==> src/rtl/lane_adapt_pkg.sv <==
package lane_adapt_pkg;

  typedef enum logic [1:0] {
    MODE_PASS  = 2'd0,
    MODE_PACK  = 2'd1,
    MODE_SPLIT = 2'd2
  } adapt_mode_e;

  function automatic adapt_mode_e pick_mode(input int unsigned in_l, input int unsigned out_l);
    if (in_l == out_l) return MODE_PASS;
    if (in_l < out_l)  return MODE_PACK;
    return MODE_SPLIT;
  endfunction

  function automatic bit ratio_ok(input int unsigned a, input int unsigned b);
    if (a == 0 || b == 0) return 1'b0;
    if (a >= b) return (a % b) == 0;
    return (b % a) == 0;
  endfunction

endpackage

==> src/rtl/lane_pack.sv <==
module lane_pack #(
  parameter int unsigned LANE_W = 8,
  parameter int unsigned NARROW = 1,
  parameter int unsigned WIDE   = 4
) (
  input  logic                     clk,
  input  logic                     rst,
  input  logic [NARROW*LANE_W-1:0] s_data,
  input  logic [NARROW-1:0]        s_keep,
  input  logic                     s_valid,
  output logic                     s_ready,
  input  logic                     s_last,
  input  logic                     s_user,
  output logic [WIDE*LANE_W-1:0]   m_data,
  output logic [WIDE-1:0]          m_keep,
  output logic                     m_valid,
  input  logic                     m_ready,
  output logic                     m_last,
  output logic                     m_user
);
  localparam int unsigned RATIO = WIDE / NARROW;
  localparam int unsigned GW    = NARROW * LANE_W;
  localparam int unsigned IW    = (RATIO > 1) ? $clog2(RATIO) : 1;

  logic [IW-1:0]          grp;
  logic [WIDE*LANE_W-1:0] acc_data, nxt_data;
  logic [WIDE-1:0]        acc_keep, nxt_keep;
  logic                   take, close;

  // Merge the incoming narrow beat into the group currently being filled.
  always_comb begin
    nxt_data = acc_data;
    nxt_keep = acc_keep;
    nxt_data[int'(grp)*GW +: GW]     = s_data;
    nxt_keep[int'(grp)*NARROW +: NARROW] = s_keep;
  end

  assign s_ready = !m_valid || m_ready;
  assign take    = s_valid && s_ready;
  assign close   = take && (s_last || grp == IW'(RATIO - 1));

  always_ff @(posedge clk) begin
    if (rst) begin
      grp      <= '0;
      acc_data <= '0;
      acc_keep <= '0;
      m_data   <= '0;
      m_keep   <= '0;
      m_valid  <= 1'b0;
      m_last   <= 1'b0;
      m_user   <= 1'b0;
    end else begin
      if (m_valid && m_ready) m_valid <= 1'b0;
      if (take) begin
        if (close) begin
          m_data   <= nxt_data;
          m_keep   <= nxt_keep;
          m_last   <= s_last;
          m_user   <= s_last && s_user;
          m_valid  <= 1'b1;
          grp      <= '0;
          acc_keep <= '0;
        end else begin
          acc_data <= nxt_data;
          acc_keep <= nxt_keep;
          grp      <= grp + 1'b1;
        end
      end
    end
  end
endmodule

==> src/rtl/lane_split.sv <==
module lane_split #(
  parameter int unsigned LANE_W = 8,
  parameter int unsigned WIDE   = 4,
  parameter int unsigned NARROW = 1
) (
  input  logic                     clk,
  input  logic                     rst,
  input  logic [WIDE*LANE_W-1:0]   s_data,
  input  logic [WIDE-1:0]          s_keep,
  input  logic                     s_valid,
  output logic                     s_ready,
  input  logic                     s_last,
  input  logic                     s_user,
  output logic [NARROW*LANE_W-1:0] m_data,
  output logic [NARROW-1:0]        m_keep,
  output logic                     m_valid,
  input  logic                     m_ready,
  output logic                     m_last,
  output logic                     m_user
);
  localparam int unsigned RATIO = WIDE / NARROW;
  localparam int unsigned GW    = NARROW * LANE_W;
  localparam int unsigned IW    = (RATIO > 1) ? $clog2(RATIO) : 1;

  logic [WIDE*LANE_W-1:0] h_data;
  logic [WIDE-1:0]        h_keep;
  logic                   h_valid, h_last, h_user;
  logic [IW-1:0]          grp;
  logic                   rest_empty, final_grp;

  // Groups above the current one carry no valid lane.
  assign rest_empty = (h_keep >> ((int'(grp) + 1) * NARROW)) == '0;
  assign final_grp  = (grp == IW'(RATIO - 1)) || (h_last && rest_empty);

  assign s_ready = !h_valid || (m_ready && final_grp);
  assign m_valid = h_valid;
  assign m_data  = h_data[int'(grp)*GW +: GW];
  assign m_keep  = h_keep[int'(grp)*NARROW +: NARROW];
  assign m_last  = h_last && final_grp;
  assign m_user  = h_user && h_last && final_grp;

  always_ff @(posedge clk) begin
    if (rst) begin
      h_valid <= 1'b0;
      h_data  <= '0;
      h_keep  <= '0;
      h_last  <= 1'b0;
      h_user  <= 1'b0;
      grp     <= '0;
    end else if (s_valid && s_ready) begin
      h_valid <= 1'b1;
      h_data  <= s_data;
      h_keep  <= s_keep;
      h_last  <= s_last;
      h_user  <= s_user;
      grp     <= '0;
    end else if (h_valid && m_ready) begin
      if (final_grp) begin
        h_valid <= 1'b0;
        grp     <= '0;
      end else begin
        grp <= grp + 1'b1;
      end
    end
  end
endmodule

==> src/rtl/lane_pass.sv <==
module lane_pass #(
  parameter int unsigned W     = 8,
  parameter int unsigned LANES = 1
) (
  input  logic [W-1:0]     s_data,
  input  logic [LANES-1:0] s_keep,
  input  logic             s_valid,
  output logic             s_ready,
  input  logic             s_last,
  input  logic             s_user,
  output logic [W-1:0]     m_data,
  output logic [LANES-1:0] m_keep,
  output logic             m_valid,
  input  logic             m_ready,
  output logic             m_last,
  output logic             m_user
);
  assign m_data  = s_data;
  assign m_keep  = s_keep;
  assign m_valid = s_valid;
  assign m_last  = s_last;
  assign m_user  = s_user;
  assign s_ready = m_ready;
endmodule

==> src/rtl/lane_width_adapter.sv <==
module lane_width_adapter
  import lane_adapt_pkg::*;
#(
  parameter int unsigned LANE_W    = 8,
  parameter int unsigned IN_LANES  = 1,
  parameter int unsigned OUT_LANES = 4
) (
  input  logic                        clk,
  input  logic                        rst,
  input  logic [IN_LANES*LANE_W-1:0]  s_data,
  input  logic [IN_LANES-1:0]         s_keep,
  input  logic                        s_valid,
  output logic                        s_ready,
  input  logic                        s_last,
  input  logic                        s_user,
  output logic [OUT_LANES*LANE_W-1:0] m_data,
  output logic [OUT_LANES-1:0]        m_keep,
  output logic                        m_valid,
  input  logic                        m_ready,
  output logic                        m_last,
  output logic                        m_user
);
  localparam adapt_mode_e MODE = pick_mode(IN_LANES, OUT_LANES);

  if (!ratio_ok(IN_LANES, OUT_LANES)) begin : g_bad_ratio
    $error("lane_width_adapter: lane counts must be integer multiples");
  end

  if (MODE == MODE_PASS) begin : g_pass
    lane_pass #(.W(IN_LANES*LANE_W), .LANES(IN_LANES)) pass_i (
      .s_data, .s_keep, .s_valid, .s_ready, .s_last, .s_user,
      .m_data, .m_keep, .m_valid, .m_ready, .m_last, .m_user
    );
  end else if (MODE == MODE_PACK) begin : g_pack
    lane_pack #(.LANE_W(LANE_W), .NARROW(IN_LANES), .WIDE(OUT_LANES)) pack_i (
      .clk, .rst,
      .s_data, .s_keep, .s_valid, .s_ready, .s_last, .s_user,
      .m_data, .m_keep, .m_valid, .m_ready, .m_last, .m_user
    );
  end else begin : g_split
    lane_split #(.LANE_W(LANE_W), .WIDE(IN_LANES), .NARROW(OUT_LANES)) split_i (
      .clk, .rst,
      .s_data, .s_keep, .s_valid, .s_ready, .s_last, .s_user,
      .m_data, .m_keep, .m_valid, .m_ready, .m_last, .m_user
    );
  end
endmodule

==> config.mk <==
export PLATFORM = sky130hd
export DESIGN_NAME = lane_width_adapter
export DESIGN_NICKNAME = d
export VERILOG_FILES = /design/src/rtl/lane_adapt_pkg.sv /design/src/rtl/lane_pack.sv /design/src/rtl/lane_split.sv /design/src/rtl/lane_pass.sv /design/src/rtl/lane_width_adapter.sv
export SDC_FILE = /design/constraint.sdc
export NUM_CORES = 1
export LEC_CHECK = 0
export BUFFER_PORTS_ARGS = -buffer_cell sky130_fd_sc_hd__buf_2
export CAP_MARGIN = 20
export CORE_AREA = 2 2 78 80
export CTS_BUF_LIST = sky130_fd_sc_hd__clkbuf_8
export DETAILED_ROUTE_END_ITERATION = 6
export DIE_AREA = 0 0 80 82
export GPL_ROUTABILITY_DRIVEN = 1
export MAX_ROUTING_LAYER = met4
export PLACE_DENSITY = 0.86
export SLEW_MARGIN = 5
export SYNTH_ARGS = -nofsm -noshare
export SYNTH_HDL_FRONTEND = slang
export SYNTH_HIERARCHICAL = 1
export SYNTH_SLANG_ARGS = --single-unit
==> constraint.sdc <==
create_clock -name clk -period 2.7 [get_ports clk]
set_input_delay 0.675 -clock clk [delete_from_list [all_inputs] [get_ports clk]]
set_output_delay 0.675 -clock clk [all_outputs]
set_load 0.01 [all_outputs]
==> flow_metrics.tcl, run 1 <==
set metrics [dict create \
    cts.hold.buffers_added 0 \
    yosys.area.top_type "dfxtp_1" \
    synth_top_area_share_pct 48.8 \
    grt_pass1_wl_um 12000 \
    finClkSkew_ps 7.70 \
    critPathRequiredTime_ps 2970 \
    synthTopCellsByArea "dfxtp_1, a221oi_1, nor2_1" \
    ios 55 \
    critPathMaxStageDelay_ps 610 \
    wl_per_cell_um 16.2 \
    viasPerCell 5.94 \
    port_buffers 54 \
    routed_wl_um 7480 \
    clkSlewWorstSetupHoldPaths_ps 80 \
    rows 28 \
    overflow 0 \
    powerDensity_mw_per_mm2 637 \
    initial_core_util_pct 55.0 \
    yosysWarnings 6 \
    worstSetupStartpointType "flip-flop" \
    final_nets 401 \
    antenna_found_initial 0 \
    tightest_slew_ps 563 \
    clockBufferDepth 2 \
    dpl.hpwl_um 4990 \
    core_area_mm2 0.00575 \
    hp-class "reg -> reg" \
    ys_seq_area_share_pct 48.8 \
    h-tree-depth 3 \
    drive_gt1_share_pct 24.6 \
    worst_ir_drop_vdd_mv 0.454 \
    grt_max_degree 35 \
    drc 0 \
    postRouteAntennaNets 0 \
    cts_resized 0 \
    max_freq_ghz 0.424 \
    routabilityCongestion 0.916 \
    die-width_um 80 \
    dr.pass1.iters 5 \
    final_max_slew_viol_count 0 \
    min_period_ps 2360 \
    dieArea_mm2 0.00656 \
    worstPathArrival_ps 2630 \
    numCtsBuffers 9 \
    num_vias 2739 \
    grt.total_usage_pct 24.6 \
    synth_edf_count 0 \
    grt_pass1_vias 2507 \
    cts_setup_buffers 0 \
    cts.sinks 77 \
    synth_cells 330 \
    run_status "finished, final reports clean" \
    synth_cell_types 38 \
    setup_violations 0 \
    synth_commonest_cells "dfxtp_1, nor2_1, nor3_1, a221oi_1, a32oi_1" \
    insertion_delay_ps 350 \
    cp-end-kind "flip-flop" \
    crit_slowest_cell "dfxtp_1" \
    area_growth_pct 15.5 \
    instances_no_fill 461 \
    yosysMostFrequentCell "dfxtp_1" \
    rsz0062_at_grt "false" \
    drtIter0Drc 233 \
    hold_viol_final 0 \
    cts_tree "yes" \
    place_inst 445 \
    worstSetupPathType "reg -> reg" \
    async_flop_share_pct 0 \
    synthFlopType "dfxtp_1" \
    cts_root_buf "clkbuf_8" \
    max_cap_violations 0 \
    die-height_um 82 \
    max-slew-margin-rel_pct 62.2 \
    finalSetupTns_ps 0 \
    synth.net_count 350 \
    crit_path_cell_trace "inv_4 -> ha_1 -> nand2_1 -> nor3_4 -> a221oi_1 -> nor3_1" \
    synth.avg_cell_area_um2 9.58 \
    leakagePower_nw 1.52 \
    post-route-period-util_pct 87.4 \
    antenna_cells 0 \
    syn_area_mm2 0.00316 \
    post-place-ws_ps 381 \
    crit_path_max_fanout 16 \
    ys_ff_latch 77 \
    fin_ws_ps 341 \
]
## stage by stage
step	area (µm²)	hold slack (ps)	utilization [%]	total power, mW
2_1_floorplan	3160	438	-	1.42
3_3_place_gp	3450	443	60.1	1.51
3_5_place_dp	3450	452	60.1	1.52
4_1_cts	3650	466	63.5	2.34
5_1_grt	3650	482	63.5	2.42
6_report	3650	462	63.5	2.33
## final timing paths
check	startpoint	depth (start not counted)	end	slack, ps
setup / recovery	g_pack.pack_i/grp[0]$_SDFFE_PP0P_	6	g_pack.pack_i/m_data[13]$_SDFFE_PP0P_	340
hold / removal	g_pack.pack_i/m_user$_SDFFE_PP0P_	2	g_pack.pack_i/m_user$_SDFFE_PP0P_	460
hold reg to reg	g_pack.pack_i/m_user$_SDFFE_PP0P_	2	g_pack.pack_i/m_user$_SDFFE_PP0P_	460
setup reg to reg	g_pack.pack_i/grp[0]$_SDFFE_PP0P_	6	g_pack.pack_i/m_data[13]$_SDFFE_PP0P_	340
## sequential cells by signal, indices dropped and copies added (netlist names)
| name | cells |
|---|---|
| g_pack.pack_i/grp | 2 |
| g_pack.pack_i/acc_keep | 4 |
| g_pack.pack_i/acc_data | 32 |
| g_pack.pack_i/m_valid | 1 |
| g_pack.pack_i/m_user | 1 |
| g_pack.pack_i/m_data | 32 |
| g_pack.pack_i/m_last | 1 |
| g_pack.pack_i/m_keep | 4 |
## report_power, final
part	switching [mW]	total, mW	internal [mW]
clock network	0.405	0.836	0.431
registers	0.0235	1.20	1.18
logic	0.181	0.288	0.106
total	0.610	2.33	1.72
## kinds of logic after synthesis
logic type               after synthesis  synth area share (%)
AO/OA/AOI/OAI                         63                  16.7
adder cells (fa/ha/maj)                5                  1.98
buffers and inverters                 33                  5.90
flip-flops                            77                  48.8
multiplexers                           8                  2.53
AND/OR/NAND/NOR                      144                  24.1
## area by class of cell
type                            count  area, µm²
Fill cell                         494       2100
Sequential cell                    77       1540
Multi-Input combinational cell    220       1430
Timing Repair Buffer               64        345
Clock buffer                       13        179
Tap cell                           75       93.8
Inverter                            9       38.8
Clock inverter                      3       18.8
## critical path, delay by kind of cell, from the launching register on
family	cells	cell delay (ps)
buffers and inverters	1	130
AO/OA/AOI/OAI	1	150
AND/OR/NAND/NOR	3	860
flip-flops	1	610
adder cells (fa/ha/maj)	1	540
## routing by layer
| layer | track usage, % | part of all wire (%) | routed length, µm | vias up |
|---|---|---|---|---|
| met5 | - | 0 | 0 | - |
| met3 | 4.18 | 5.9 | 443 | 26 |
| met2 | 38.4 | 48 | 3570 | 105 |
| li1 | - | - | - | 1309 |
| met1 | 29.7 | 43 | 3190 | 1299 |
| met4 | 15.3 | 3.7 | 278 | 0 |
## layout by cell type, fill, tap and decap left out, types with 2 or more instances in the layout
cell / instances
a21oi_1: 5
a221oi_1: 32
a22oi_1: 3
a32oi_1: 16
buf_2: 54
buf_4: 10
clkbuf_8: 13
clkinvlp_4: 2
dfxtp_1: 77
ha_1: 5
inv_1: 5
inv_2: 2
inv_4: 2
mux2i_1: 8
nand2_1: 13
nand2b_1: 8
nand3_1: 3
nand4_1: 3
nor2_1: 60
nor2b_1: 8
nor3_1: 36
nor3_2: 2
nor3_4: 2
nor4_4: 2
o21ai_1: 2
(Power assumes the default switching activity.)
==> run 2: changes to the inputs <==
--- a/config.mk
+++ b/config.mk
@@ -6,14 +6,13 @@
 export NUM_CORES = 1
 export LEC_CHECK = 0
 export BUFFER_PORTS_ARGS = -buffer_cell sky130_fd_sc_hd__buf_2
-export CAP_MARGIN = 20
-export CORE_AREA = 2 2 78 80
+export CORE_AREA = 2 2 87 89
 export CTS_BUF_LIST = sky130_fd_sc_hd__clkbuf_8
 export DETAILED_ROUTE_END_ITERATION = 6
-export DIE_AREA = 0 0 80 82
+export DIE_AREA = 0 0 89 91
 export GPL_ROUTABILITY_DRIVEN = 1
 export MAX_ROUTING_LAYER = met4
-export PLACE_DENSITY = 0.86
+export PLACE_DENSITY = 0.72
 export SLEW_MARGIN = 5
 export SYNTH_ARGS = -nofsm -noshare
 export SYNTH_HDL_FRONTEND = slang
==> constraint.sdc (replaced) <==
create_clock -name clk -period 2.6 [get_ports clk]
set_input_delay 0.65 -clock clk [delete_from_list [all_inputs] [get_ports clk]]
set_output_delay 0.65 -clock clk [all_outputs]
set_load 0.01 [all_outputs]
==> run 2 against run 1 <==
  * Core utilization shrank 12 points
  * Power increased by 5.0%
  * Non-clock buffer count shrank 1
  * Largest cell class unchanged
  * Critical endpoint is now g_pack.pack_i/m_data[28]$_SDFFE_PP0P_
  * First-iteration DRC count up 2.1%
==> flow_metrics.tcl, run 2 (synthesized netlist as in run 1, its figures left out) <==
set metrics [dict create \
    finalSetupTns_ps 0 \
    post-route-period-util_pct 86.8 \
    holdPathEnd "g_pack.pack_i/m_user$_SDFFE_PP0P_" \
    numCtsBuffers 9 \
    crit_slowest_cell "dfxtp_1" \
    port_buffers 54 \
    h-tree-depth 3 \
    final_nets 400 \
    hp-start "g_pack.pack_i/m_user$_SDFFE_PP0P_" \
    routed_wl_um 7590 \
    num_vias 2669 \
    r2r-start "g_pack.pack_i/grp[0]$_SDFFE_PP0P_" \
    wl_per_cell_um 15.7 \
    cts_resized 0 \
    max_freq_ghz 0.443 \
    setup_violations 0 \
    cts.sinks 77 \
    final_max_slew_viol_count 0 \
    reg.largest.list "g_pack.pack_i/acc_data x32, g_pack.pack_i/m_data x32" \
    hold_viol_final 0 \
    cp-end-kind "flip-flop" \
    critPathTopFamily "simple AND/OR/NAND/NOR gates" \
    hp-class "reg -> reg" \
    grt_pass1_vias 2430 \
    worstPathArrival_ps 2510 \
    drtIter0Drc 238 \
    rrSetupSlack_ps 340 \
    critPathMaxStageDelay_ps 620 \
    clockBufferDepth 2 \
    path_buf_inv 1 \
    worstSetupPathType "reg -> reg" \
    rows 31 \
    multiInputGateArea_mm2 0.00143 \
    cts_setup_buffers 0 \
    drive_gt1_share_pct 24.4 \
    cts_tree "yes" \
    crit_path_max_fanout 8 \
    die-height_um 91 \
    dieArea_mm2 0.00810 \
    grt_max_degree 38 \
    insertion_delay_ps 340 \
    final_cell_mix "dfxtp_1, nor2_1, buf_2" \
    worstSetupStartpointType "flip-flop" \
    die-width_um 89 \
    worst_hold_path.num_cells 2 \
    area_growth_pct 16.3 \
    cts_root_buf "clkbuf_8" \
    dpl.hpwl_um 4960 \
    postRouteAntennaNets 0 \
    powerDensity_mw_per_mm2 665 \
    fillers 723 \
    overflow 0 \
    viasPerCell 5.51 \
    drc 0 \
    whs_ps 459 \
    reg2reg_depth 5 \
    final_common_cell "dfxtp_1" \
    crit_path_cell_trace "inv_4 -> ha_1 -> nor4_4 -> a221oi_1 -> nor3_1" \
    dr.pass1.iters 5 \
    worst_ir_drop_vdd_mv 0.284 \
    register_area_mm2 0.00154 \
    antenna_found_initial 0 \
    initial_core_util_pct 44.3 \
    grt_pass1_wl_um 12200 \
    finClkSkew_ps 8.35 \
    max_cap_violations 0 \
    antenna_cells 0 \
    fin_util_pct 51.5 \
    min_period_ps 2260 \
    ios 55 \
    grt.total_usage_pct 19.9 \
    routabilityCongestion 0.851 \
    core_area_mm2 0.00714 \
    leakagePower_nw 1.52 \
    cts.hold.buffers_added 0 \
    clkSlewWorstSetupHoldPaths_ps 80 \
    critPathRequiredTime_ps 2850 \
    rsz0062_at_grt "false" \
    power.total_mw 2.44 \
    tightest_slew_ps 599 \
    r2r-end "g_pack.pack_i/m_data[28]$_SDFFE_PP0P_" \
    run_status "finished, final reports clean" \
    max-slew-margin-rel_pct 60.1 \
]
[run 2: tightest hold or removal path, delay by kind of cell, from the launching register on]
family	cells	cell delay, ps
AOI/OAI and AO/OA	1	50
and+or+nand+nor	1	50
DFF	1	310
[run 2: per-stage QoR]
stage                     worst slack, ps  cells  cell area (µm²)
after global routing                  179    484             3670
final                                 343    484             3670
after floorplan                       757    330             3160
after CTS                             326    484             3670
after detailed placement              363    468             3470
after global placement                470    468             3470
[run 2: report_power, final]
part	total (mW)	internal (mW)	switching (mW)
combinational	0.295	0.108	0.187
clock	0.897	0.468	0.429
sequential	1.25	1.22	0.0257
total	2.44	1.80	0.642
[run 2: routing by layer]
metal / wire, µm / share of wire (%) / up-vias / global-route usage (%)
met5: 0 / 0 / - / -
met4: 57 / 0.75 / 0 / 7.59
met3: 505 / 6.6 / 4 / 3.45
met2: 3550 / 47 / 87 / 28.5
met1: 3480 / 46 / 1267 / 28.1
li1: - / - / 1311 / -
[run 2: how the worst max path moves through the flow]
stage	startpoint	endpoint	slack [ps]	cells after the start
2_1_floorplan	g_pack.pack_i/grp[0]$_SDFFE_PP0P_	g_pack.pack_i/m_keep[2]$_SDFFE_PP0P_	760	9
3_3_place_gp	g_pack.pack_i/grp[0]$_SDFFE_PP0P_	g_pack.pack_i/m_data[14]$_SDFFE_PP0P_	470	7
3_5_place_dp	g_pack.pack_i/grp[0]$_SDFFE_PP0P_	g_pack.pack_i/m_data[29]$_SDFFE_PP0P_	360	5
4_1_cts	g_pack.pack_i/grp[0]$_SDFFE_PP0P_	g_pack.pack_i/m_data[29]$_SDFFE_PP0P_	330	5
5_1_grt	g_pack.pack_i/grp[0]$_SDFFE_PP0P_	g_pack.pack_i/m_data[7]$_SDFFE_PP0P_	180	6
6_report	g_pack.pack_i/grp[0]$_SDFFE_PP0P_	g_pack.pack_i/m_data[28]$_SDFFE_PP0P_	340	5
[run 2: cell type report]
type / instances / share of cell area, %
Clock buffer: 10 / 3.75
Inverter: 9 / 1.06
Sequential cell: 77 / 41.9
Timing Repair Buffer: 63 / 9.19
Tap cell: 99 / 3.37
Multi-Input combinational cell: 220 / 39.0
Clock inverter: 6 / 1.70
==> run 3: changes to the inputs <==
--- a/config.mk
+++ b/config.mk
@@ -16,5 +16,4 @@
 export SLEW_MARGIN = 5
 export SYNTH_ARGS = -nofsm -noshare
 export SYNTH_HDL_FRONTEND = slang
-export SYNTH_HIERARCHICAL = 1
 export SYNTH_SLANG_ARGS = --single-unit
==> run 3 against run 2 <==
  * Worst setup slack lost 29 ps
  * Synthesized cell count is 7.0% higher
  * Largest cell class unchanged
  * Core utilization decreased by 1.0 points
  * Power decreased by 4.8%
  * Sequential power barely moved
  * First-iteration DRC count is 24% lower
  * Combinational power down 4%
  * Sequential share of layout area rose by 0.83 points
  * Worst hold slack got worse by 19 ps
==> flow_metrics.tcl, run 3 <==
set metrics [dict create \
    initial_core_util_pct 44.2 \
    antenna_found_initial 0 \
    num_vias 2750 \
    worstPathArrival_ps 2580 \
    ys_ff_latch 77 \
    register_area_mm2 0.00154 \
    post-route-period-util_pct 87.9 \
    leakagePower_nw 1.50 \
    synth_cell_types 41 \
    reg2reg_depth 6 \
    viasPerCell 5.50 \
    cts.hold.buffers_added 0 \
    worst_ir_drop_vdd_mv 0.235 \
    routabilityCongestion 0.921 \
    critPathMaxStageDelay_ps 550 \
    numCtsBuffers 9 \
    h-tree-depth 3 \
    syn_area_mm2 0.00316 \
    r2r-end "g_pack.pack_i.acc_data[9]$_SDFFE_PP0P_" \
    yosysWarnings 0 \
    rows 31 \
    synth.net_count 373 \
    max-slew-margin-rel_pct 60.9 \
    cts_resized 0 \
    final_nets 416 \
    area_growth_pct 14.1 \
    insertion_delay_ps 350 \
    hp-start "g_pack.pack_i.acc_data[25]$_SDFFE_PP0P_" \
    run_status "finished, final reports clean" \
    rrSetupSlack_ps 310 \
    ys_seq_area_share_pct 48.8 \
    synthFlopType "dfxtp_1" \
    crit_slowest_cell "dfxtp_1" \
    reg.largest.list "g_pack.pack_i.acc_data x32, g_pack.pack_i.m_data x32" \
    place_inst 484 \
    postRouteAntennaNets 0 \
    cts.sinks 77 \
    cts_root_buf "clkbuf_8" \
    multiInputGateArea_mm2 0.00136 \
    final_common_cell "nor2_1" \
    min_period_ps 2290 \
    dpl.hpwl_um 5020 \
    crit_start "g_pack.pack_i.grp[0]$_SDFFE_PP0P_" \
    hold_viol_final 0 \
    die-width_um 89 \
    max_cap_violations 0 \
    crit_path_cell_trace "inv_1 -> ha_1 -> and4b_1 -> and4_1 -> a22oi_1 -> nor2_1" \
    clkSlewWorstSetupHoldPaths_ps 70 \
    die-height_um 91 \
    worstSetupPathType "reg -> reg" \
    final_max_slew_viol_count 0 \
    async_flop_share_pct 0 \
    synthTopCellsByArea "dfxtp_1, nor2_1, a221oi_1" \
    core_area_mm2 0.00714 \
    synth_cells 353 \
    drc 0 \
    tightest_slew_ps 586 \
    synth_edf_count 0 \
    grt.total_usage_pct 20.6 \
    dieArea_mm2 0.00810 \
    powerDensity_mw_per_mm2 645 \
    cts_setup_buffers 0 \
    synth.avg_cell_area_um2 8.94 \
    grt_max_degree 48 \
    crit_end "g_pack.pack_i.acc_data[9]$_SDFFE_PP0P_" \
    routed_wl_um 7780 \
    ios 55 \
    antenna_cells 0 \
    yosys.area.top_type "dfxtp_1" \
    instances_no_fill 500 \
    dr.pass1.iters 4 \
    final_cell_mix "nor2_1, dfxtp_1, buf_2" \
    yosysMostFrequentCell "nor2_1" \
    drive_gt1_share_pct 20.4 \
    rsz0062_at_grt "false" \
    cts_tree "yes" \
    port_buffers 54 \
    hp-class "reg -> reg" \
    finClkSkew_ps 6.19 \
    drtIter0Drc 182 \
    grt_pass1_vias 2536 \
    grt_pass1_wl_um 12600 \
    synth_commonest_cells "nor2_1, dfxtp_1, nor3_1, a221oi_1, inv_1" \
    critPathRequiredTime_ps 2890 \
    setup_violations 0 \
    worstSetupStartpointType "flip-flop" \
    clockBufferDepth 2 \
    overflow 0 \
    max_freq_ghz 0.437 \
    crit_path_max_fanout 9 \
    cp-end-kind "flip-flop" \
    fillers 721 \
    r2r-start "g_pack.pack_i.grp[0]$_SDFFE_PP0P_" \
    wl_per_cell_um 15.6 \
    finalSetupTns_ps 0 \
    synth_top_area_share_pct 48.8 \
]
## run 3: cell count changes in the layout (fill, tap and decap cells not counted), sizes merged, moves of 4 or more
| cell | delta |
|---|---|
| inv | +17 |
| a221oi | -9 |
| nand2b | -7 |
| nor2b | -7 |
| a32oi | -7 |
| nand2 | -10 |
| a22oi | +16 |
| mux2i | -8 |
| buf | -4 |
| nor2 | +28 |
| o22ai | +9 |
## run 3: where the power goes
group	internal, mW	switching [mW]
combinational	0.101	0.183
clock	0.384	0.409
sequential	1.23	0.0237
## run 3: worst max-delay path, delay by kind of cell, from the launching register on
kind | cells | cell delay, ps
compound gates | 1 | 120
fa+ha+maj | 1 | 430
buf+inv | 1 | 180
simple gates | 3 | 950
flops | 1 | 550
## run 3: worst min path at each step
stage | cells after the start | slack (ps) | endpoint
6_report | 2 | 440 | g_pack.pack_i.acc_data[25]$_SDFFE_PP0P_
5_1_grt | 2 | 460 | g_pack.pack_i.acc_data[24]$_SDFFE_PP0P_
4_1_cts | 2 | 440 | g_pack.pack_i.acc_data[25]$_SDFFE_PP0P_
3_5_place_dp | 2 | 430 | g_pack.pack_i.acc_data[24]$_SDFFE_PP0P_
3_3_place_gp | 2 | 420 | g_pack.pack_i.acc_data[27]$_SDFFE_PP0P_
2_1_floorplan | 2 | 420 | g_pack.pack_i.acc_data[24]$_SDFFE_PP0P_
## run 3: per-stage QoR
stage | cell area [µm²] | setup WS [ps] | hold slack (ps) | total power [mW] | utilization, %
2_1_floorplan | 3160 | 681 | 416 | 1.47 | -
3_3_place_gp | 3430 | 519 | 422 | 1.55 | 48.1
3_5_place_dp | 3430 | 387 | 431 | 1.56 | 48.1
4_1_cts | 3600 | 354 | 441 | 2.35 | 50.5
5_1_grt | 3600 | 141 | 461 | 2.43 | 50.5
6_report | 3600 | 314 | 440 | 2.33 | 50.5
## run 3: cells by family (layout without fill, tap and decap cells)
family / Yosys count / count (layout) / synth area share, %
flops: 77 / 77 / 48.8
fa+ha+maj: 5 / 5 / 1.98
buf+inv: 51 / 99 / 8.40
compound gates: 72 / 72 / 17.8
simple gates: 148 / 148 / 23.0
## run 3: metal layers
metal  track usage (%)  part of all wire (%)  vias to the layer above
met5                 -                     0                        -
met4              7.96                   1.9                        0
met3              5.09                   5.1                       11
met2              30.5                    48                       78
met1              26.9                    45                     1314
li1                  -                     -                     1347
## run 3: layout make-up
class	count	area share (%)
Sequential cell	77	42.8
Multi-Input combinational cell	225	37.6
Timing Repair Buffer	59	8.89
Clock buffer	11	4.20
Inverter	24	2.50
Clock inverter	5	0.556
Tap cell	99	3.44
